File: config.mk
export PLATFORM = sky130hd
export DESIGN_NAME = addr_fault_seq
export DESIGN_NICKNAME = d
export VERILOG_FILES = /design/src/rtl/addr_fault_seq.sv
export SDC_FILE = /design/constraint.sdc
export NUM_CORES = 1
export LEC_CHECK = 0
export ABC_AREA = 1
export ABC_CLOCK_PERIOD_IN_PS = 3000
export BUFFER_PORTS_ARGS = -buffer_cell sky130_fd_sc_hd__buf_2
export CAP_MARGIN = 20
export CORE_MARGIN = 1.5
export CORE_UTILIZATION = 55
export DETAILED_ROUTE_END_ITERATION = 8
export PLACE_DENSITY = 0.81
export SYNTH_ARGS = -nofsm -noshare
export SYNTH_HDL_FRONTEND = slang
export SYNTH_SLANG_ARGS = --single-unit
File: constraint.sdc
create_clock -name clk -period 3 [get_ports clk]
set_input_delay 0.15 -clock clk [delete_from_list [all_inputs] [get_ports clk]]
set_output_delay 0.15 -clock clk [all_outputs]
set_load 0.05 [all_outputs]
File: src/rtl/addr_fault_seq.sv
module addr_fault_seq #(
  parameter int          PENALTY  = 18,
  parameter logic [31:0] VEC_ADDR = 32'h0000_000C,
  parameter int          SBIT     = 13
) (
  input  logic        clk,
  input  logic        rst_n,
  input  logic        acc_valid,
  input  logic        acc_wide,
  input  logic [31:0] acc_addr,
  input  logic        acc_fetch,
  input  logic        acc_write,
  input  logic [15:0] sr_in,
  input  logic [31:0] a7_in,
  input  logic [31:0] shadow_in,
  input  logic [31:0] prefetch_pc,
  output logic        mem_req,
  output logic        mem_we,
  output logic [31:0] mem_addr,
  output logic [15:0] mem_wdata,
  input  logic [15:0] mem_rdata,
  input  logic        mem_ack,
  output logic        busy,
  output logic        done,
  output logic [31:0] sp_out,
  output logic [31:0] shadow_out,
  output logic [15:0] sr_out,
  output logic [31:0] pc_out
);
  localparam int          CW          = (PENALTY > 1) ? $clog2(PENALTY) : 1;
  localparam logic [3:0]  VEC_HI_STEP = 4'd7;
  localparam logic [3:0]  LAST_STEP   = 4'd8;
  localparam logic [31:0] FRAME_BYTES = 32'd14;

  typedef enum logic [1:0] {S_IDLE, S_BUS, S_WAIT} st_t;

  st_t         st;
  logic [3:0]  step;
  logic [CW-1:0] cnt;
  logic [31:0] base_q, other_q, pc_q, fa_q, vec_q;
  logic [15:0] sr_q;
  logic        fetch_q, wr_q;
  logic        start;
  logic [15:0] stat_word;

  assign start     = (st == S_IDLE) && acc_valid && acc_wide && acc_addr[0];
  assign stat_word = {11'd0, ~wr_q, 1'b0, sr_q[SBIT], fetch_q, ~fetch_q};
  assign busy      = (st != S_IDLE);
  assign mem_req   = (st == S_BUS);

  always_comb begin
    mem_we    = 1'b1;
    mem_addr  = base_q;
    mem_wdata = 16'd0;
    case (step)
      4'd0: begin mem_addr = base_q - 32'd2;  mem_wdata = pc_q[15:0];  end
      4'd1: begin mem_addr = base_q - 32'd4;  mem_wdata = pc_q[31:16]; end
      4'd2: begin mem_addr = base_q - 32'd6;  mem_wdata = sr_q;        end
      4'd3: begin mem_addr = base_q - 32'd8;  mem_wdata = 16'd0;       end
      4'd4: begin mem_addr = base_q - 32'd10; mem_wdata = fa_q[15:0];  end
      4'd5: begin mem_addr = base_q - 32'd12; mem_wdata = fa_q[31:16]; end
      4'd6: begin mem_addr = base_q - 32'd14; mem_wdata = stat_word;   end
      4'd7: begin mem_we = 1'b0; mem_addr = VEC_ADDR;                  end
      4'd8: begin mem_we = 1'b0; mem_addr = VEC_ADDR + 32'd2;          end
      default: ;
    endcase
  end

  always_ff @(posedge clk or negedge rst_n) begin
    if (!rst_n) begin
      st         <= S_IDLE;
      step       <= 4'd0;
      cnt        <= '0;
      base_q     <= '0;
      other_q    <= '0;
      pc_q       <= '0;
      fa_q       <= '0;
      vec_q      <= '0;
      sr_q       <= '0;
      fetch_q    <= 1'b0;
      wr_q       <= 1'b0;
      done       <= 1'b0;
      sp_out     <= '0;
      shadow_out <= '0;
      sr_out     <= '0;
      pc_out     <= '0;
    end else begin
      done <= 1'b0;
      case (st)
        S_IDLE: if (start) begin
          st      <= S_BUS;
          step    <= 4'd0;
          base_q  <= sr_in[SBIT] ? a7_in : shadow_in;
          other_q <= sr_in[SBIT] ? shadow_in : a7_in;
          sr_q    <= sr_in;
          pc_q    <= prefetch_pc;
          fa_q    <= acc_addr;
          fetch_q <= acc_fetch;
          wr_q    <= acc_write;
        end
        S_BUS: if (mem_ack) begin
          if (step == VEC_HI_STEP) vec_q[31:16] <= mem_rdata;
          if (step == LAST_STEP) begin
            vec_q[15:0] <= mem_rdata;
            st          <= S_WAIT;
            cnt         <= CW'(PENALTY - 1);
          end else begin
            step <= step + 4'd1;
          end
        end
        S_WAIT: if (cnt == '0) begin
          st         <= S_IDLE;
          done       <= 1'b1;
          sp_out     <= base_q - FRAME_BYTES;
          shadow_out <= other_q;
          sr_out     <= sr_q | (16'd1 << SBIT);
          pc_out     <= vec_q;
        end else begin
          cnt <= cnt - 1'b1;
        end
        default: st <= S_IDLE;
      endcase
    end
  end


  req_hold_chk: assert property (@(posedge clk) disable iff (!rst_n)
    (mem_req && !mem_ack) |=> (mem_req && $stable(mem_addr) && $stable(mem_we) && $stable(mem_wdata)));


  even_addr_chk: assert property (@(posedge clk) disable iff (!rst_n)
    mem_req |-> !mem_addr[0]);


  vec_rd_chk: assert property (@(posedge clk) disable iff (!rst_n)
    (mem_req && !mem_we) |-> (mem_addr == VEC_ADDR || mem_addr == VEC_ADDR + 32'd2));


  done_pulse_chk: assert property (@(posedge clk) disable iff (!rst_n)
    done |=> !done);


  sr_sup_chk: assert property (@(posedge clk) disable iff (!rst_n)
    done |-> sr_out[SBIT]);


  idle_hold_chk: assert property (@(posedge clk) disable iff (!rst_n)
    (!busy && !(acc_valid && acc_wide && acc_addr[0])) |=> (!busy && !mem_req));
endmodule

# After elaboration in Yosys (flattened, before gate mapping)
# Index checks and enable logic that the tools add are counted.
# totals
romBits	0
out_inout_bits	164
n_memories	0
ff_bits	302
word_cells	81
mem_bits_rw	0
latchBits	0
inputBits	167
# classes
n_mux	20
eq_ne	16
div_mod_pow	0
n_shift	0
magnitude_cmp	0
n_bitwise	2
n_reduce_logical	17
n_addsub	9
mul	0
# ops
op	n
case mux 32 bit (9 select lines)	1
subtractor 32 x 4 -> 32 bit, second input constant	4
case mux 16 bit (6 select lines)	1
2-to-1 mux 32 bit	2
subtractor 32 x 3 -> 32 bit, second input constant	2
subtractor 32 x 2 -> 32 bit, second input constant	1
equality test 4 x 3 -> 1 bit, second input constant	4
2-to-1 mux 5 bit	3
2-to-1 mux 4 bit	3
AND reduction 4 bit	3
case mux 5 bit (2 select lines)	1
equality test 4 x 2 -> 1 bit, second input constant	2
2-to-1 mux 2 bit	4
!= test 2 bit, second input constant	4
case mux 4 bit (2 select lines)	1
case mux 2 bit (3 select lines)	1
AND reduction 3 bit	2
nonzero test 2 bit	3
logical NOT 5 bit	1
subtractor 5 x 1 -> 5 bit, second input constant	1
adder 4 x 1 -> 4 bit, second input constant	1
equality test 4 x 1 -> 1 bit, second input constant	1
equality test 4 bit, second input constant	1
logical NOT 4 bit	1
9 further kinds	16

# Logic depth before layout (Yosys ltp)
# depth
word_depth	6
depth_mapped	17
depth_no_buf	16

# Worst setup path before layout
# Ideal clock, no wire load.
# synth_timing
path_type	reg-to-output
from	register step[0]
to	output port mem_addr[13]
slack_ns	0.306
path_buffers	1
required_time_ns	2.850
stages_incl_launch_ff	15
arrival_time_ns	2.544
path_cell_list	dfrtp_1 inv_1 ha_1 nand2_4 buf_2 fa_1 nand2_1 nand2_1 nor2_1 nand2_1 nand2_1 nand3_1 nand2_1 nor2_1 o21ai_1
# synth_between
elab_chain_len	2
word_cells_on_any_way	10
cone_classes	eq/ne (8); mux (1); reduce/logical (1)
# synth_lines
item	line	text
start: declaration	38	logic [3:0] step;
start signal: assignment	108	step <= step + 4'd1;
equality test 4 bit, or another cell as far along	55	case (step)
case mux 32 bit (9 select lines) *	55	
end: declaration	19	output logic [31:0] mem_addr,
# Every way passes the cells marked *; elsewhere a longest branch is shown, timed or not.

# Worst setup path after layout
# layout_timing
from	register step[3]
to	output port mem_addr[7]
# The elaborated chain is that of the path after synthesis.

==> flow_summary.toml <==
[place]
dp_hpwl_um = 35200
dpl_cell_area_sq_um = 17400
gp_congestion = 1.04
port_buffers = 330
dpl_worst_slack_ns = 0.171

[finish]
layout.nets = 2698
antenna_cells = 0
drive_gt1_frac = 0.210
fin_util = 0.766
final_area_sq_um = 20700
syn2layout_area_growth_pct = 35.7

[critical_path]
ff2ff_setup_slack_ns = 0.36
cp.required_ns = 2.85
crit_type = "flop to output pin"
ff2ff_path_depth = 7
critical_path.cell_chain = "nor2_4 -> nand2_4 -> fa_2 -> nand2_4 -> nand2_4 -> nor2_4 -> nand2_2 -> o211ai_1 -> nand2_1 -> o211ai_1 -> buf_4"
cp_max_fo = 6
critPathCaptureType = "output pin"
cp.arrival_ns = 2.84
slowest_stage = "dfrtp_2"
cpMostUsedCell = "nand2_4"
start_kind = "flop"
reg2reg_from = "st[0]$_DFFE_PN0P_"
reg2reg_to = "other_q[4]$_DFFE_PN0P_"
max_stage_delay_ns = 0.48

[timing]
tightest_slew_ns = 0.719
finalCriticalPeriod_ns = 2.99
clock_skew_ns = 0.0106
hold_slack_ns = -0.00408
setup_viol = 0
fin_ws_ns = 0.00907
rsz0062_at_grt = "true"
hold_violations = 1
max_freq_ghz = 0.334
period_share = 0.997
max-slew-margin-rel = 0.520
final-max-slew-violation-count = 0

[global_routing]
grt-ovfl-total = 0
grt_pass1_vias = 16000
grt_pass1_wl_um = 85600
grt_use_total = 0.380
grt_max_degree = 71
antenna_found_initial = 0

[hold_path]
holdCritStartpoint = "a7_in[20]"
hold_end = "other_q[20]$_DFFE_PN0P_"
min_path_cells = 5
hold_path_class = "input port to flop"

[flow_run]
cap_violations = 0

[clock_tree]
clockRootBuffer = "clkbuf_16"
clk_latency_ns = 0.58
clk_pin_slew_ns = 0.06
cts_inserted_buffers = 31
cts.sink_count = 302
cts_htree_levels = 1
cts_tree = "done"
cts_buffer_depth = 3

[yosys]
async_reset_ff_frac = 1.00
synthTopCellsByCount = "781 x nand2_1, 302 x dfrtp_1, 203 x inv_1"
synth_area_per_cell_sq_um = 7.56
syn-cell-area_sq_um = 15300
synth-seq-cells = 302
synth_mux_area_frac = 0.000655
yosys.area_share.adder = 0.0124
synth_top_family_by_area = "simple AND/OR/NAND/NOR gates"
synth_edf_count = 0
synth-compound-area-share = 0.121
netlist.area_leader.share = 0.494
synth-xor-area-share = 0.00802
yosysTopAreaCell = "dfrtp_1"
synth_cells = 2022
synthSimpleGateAreaFrac = 0.285
yosysWarnings = 0
seq_area_frac_synth = 0.494
synthTopCellsByArea = "dfrtp_1 49%, nand2_1 19%, o21ai_0 6.5%"
synth.distinct_cells = 38
syn_nets = 2203
synth_most_common_cell = "nand2_1"
synth_ff_type = "dfrtp_1"

[power_and_ir_drop]
peakVddDrop_mv = 0.841
p_seq_frac = 0.292
internal_power_mw = 11.7
pwr-share-clk = 0.159
power.leakage_nw = 10.8
power_switching_mw = 13.0
pwr-share-comb = 0.549
powerDensity_nw_per_um2 = 1190
netSwitchingFraction = 0.526

[die]
rows = 60
start_util = 0.564
dieArea_sq_um = 28800
ios = 331
die_y_um = 170
die_x_um = 170
core_sq_um = 27100

[routing]
routed_wl_um = 55500
drc = 0
vias_per_cell = 5.60
vias = 16306
firstDrtPassIters = 6
antenna_left = 0
wl_per_cell_um = 19.1
first_iter_violations = 1864

[outcome]
status = "finished with violations"
violations = "hold timing"
-- area by class of cell --
| type | instances | area, sq um |
|---|---|---|
| repair buffers | 555 | 4050 |
| clock buffers | 42 | 887 |
| well taps | 372 | 465 |
| multi-input cells | 1416 | 6840 |
| inverters | 211 | 807 |
| fillers | 1879 | 6350 |
| flip-flops and latches | 302 | 7560 |
| clock inverters | 12 | 136 |
-- layer usage --
| metal | GRT usage | share of wire | wire length [um] | vias to the layer above |
|---|---|---|---|---|
| li1 | - | - | - | 7433 |
| met1 | 0.472 | 0.38 | 21200 | 7772 |
| met3 | 0.0597 | 0.074 | 4110 | 213 |
| met4 | 0.185 | 0.056 | 3100 | 0 |
| met5 | 0 | 0 | 0 | - |
| met2 | 0.649 | 0.49 | 27100 | 888 |
-- cell usage in the layout (no fill, tap or decap), drive strengths merged --
| master | count |
|---|---|
| a21boi | 2 |
| a21oi | 12 |
| a221oi | 16 |
| a22oi | 2 |
| a31oi | 1 |
| buf | 377 |
| bufinv | 2 |
| clkbuf | 44 |
| clkinv | 8 |
| clkinvlp | 3 |
| dfrtp | 302 |
| dlygate4sd3 | 176 |
| fa | 2 |
| ha | 12 |
| inv | 210 |
| mux2i | 1 |
| nand2 | 790 |
| nand3 | 124 |
| nand3b | 1 |
| nand4 | 23 |
| nor2 | 121 |
| nor3 | 2 |
| o211ai | 66 |
| o21ai | 214 |
| o22ai | 4 |
| o31ai | 1 |
| or2 | 8 |
| xor2 | 14 |
-- repair_timing --
action | in CTS | in global routing
setup buffers | 3 | 11
gates resized for setup | 59 | 83
pin swaps | 3 | 24
cloned | 0 | 0
endpoints found under the setup margin | 28 | 28
hold buffers | 176 | 0
hold endpoints to repair | 237 | 0
-- per-stage QoR --
stage	setup TNS, ns	hold WS (ns)	power, mW	std cells
2_1_floorplan	0	-0.146	15.6	2022
3_3_place_gp	0	0.149	19.1	2666
3_5_place_dp	0	0.161	19.3	2666
4_1_cts	-0.0473	0.000875	23.7	2899
5_1_grt	-0.610	0.0307	25.8	2910
6_report	0	-0.00408	24.7	2910
-- power by group through the flow --
stage / clock network (mW) / logic (mW) / registers (mW)
after floorplan: 0 / 6.57 / 9.06
after global placement: 0 / 12.0 / 7.06
after detailed placement: 0 / 12.1 / 7.13
after CTS: 3.91 / 12.7 / 7.09
after global routing: 4.09 / 14.4 / 7.34
final: 3.91 / 13.5 / 7.20
-- registers in the layout, indices dropped and copies added (netlist names) --
name        count
base_q         32
cnt             5
done            1
fa_q           32
fetch_q         1
other_q        32
pc_out         32
pc_q           32
shadow_out     32
sp_out         32
sr_out         16
sr_q           16
st              2
step            4
vec_q          32
wr_q            1
-- worst max-delay path, delay by kind of cell, from the launching register on --
| kind | cells | cell delay (ns) |
|---|---|---|
| flops | 1 | 0.48 |
| fa+ha+maj | 1 | 0.39 |
| buf+inv | 1 | 0.27 |
| simple gates | 7 | 0.76 |
| compound gates | 2 | 0.37 |
-- how the worst max path moves through the flow --
| stage | start | to | slack [ns] | cells after the start |
|---|---|---|---|---|
| 2_1_floorplan | step[0]$_DFFE_PN0P_ | mem_addr[13] | 0.31 | 14 |
| 3_3_place_gp | step[1]$_DFFE_PN0P_ | mem_addr[19] | 0.24 | 14 |
| 3_5_place_dp | step[2]$_DFFE_PN0P_ | mem_addr[31] | 0.17 | 14 |
| 4_1_cts | step[1]$_DFFE_PN0P_ | mem_addr[10] | -0.01 | 11 |
| 5_1_grt | step[0]$_DFFE_PN0P_ | mem_addr[7] | -0.08 | 12 |
| 6_report | step[3]$_DFFE_PN0P_ | mem_addr[7] | 0.009 | 11 |
-- logic make-up after synthesis --
kind of cell | Yosys count
AO/OA/AOI/OAI | 318
XOR/XNOR | 14
multiplexers | 1
AND/OR/NAND/NOR | 1069
buffers and inverters | 304
adder cells (fa/ha/maj) | 14
flip-flops | 302
No activity file was read; power rests on OpenSTA's default activity.
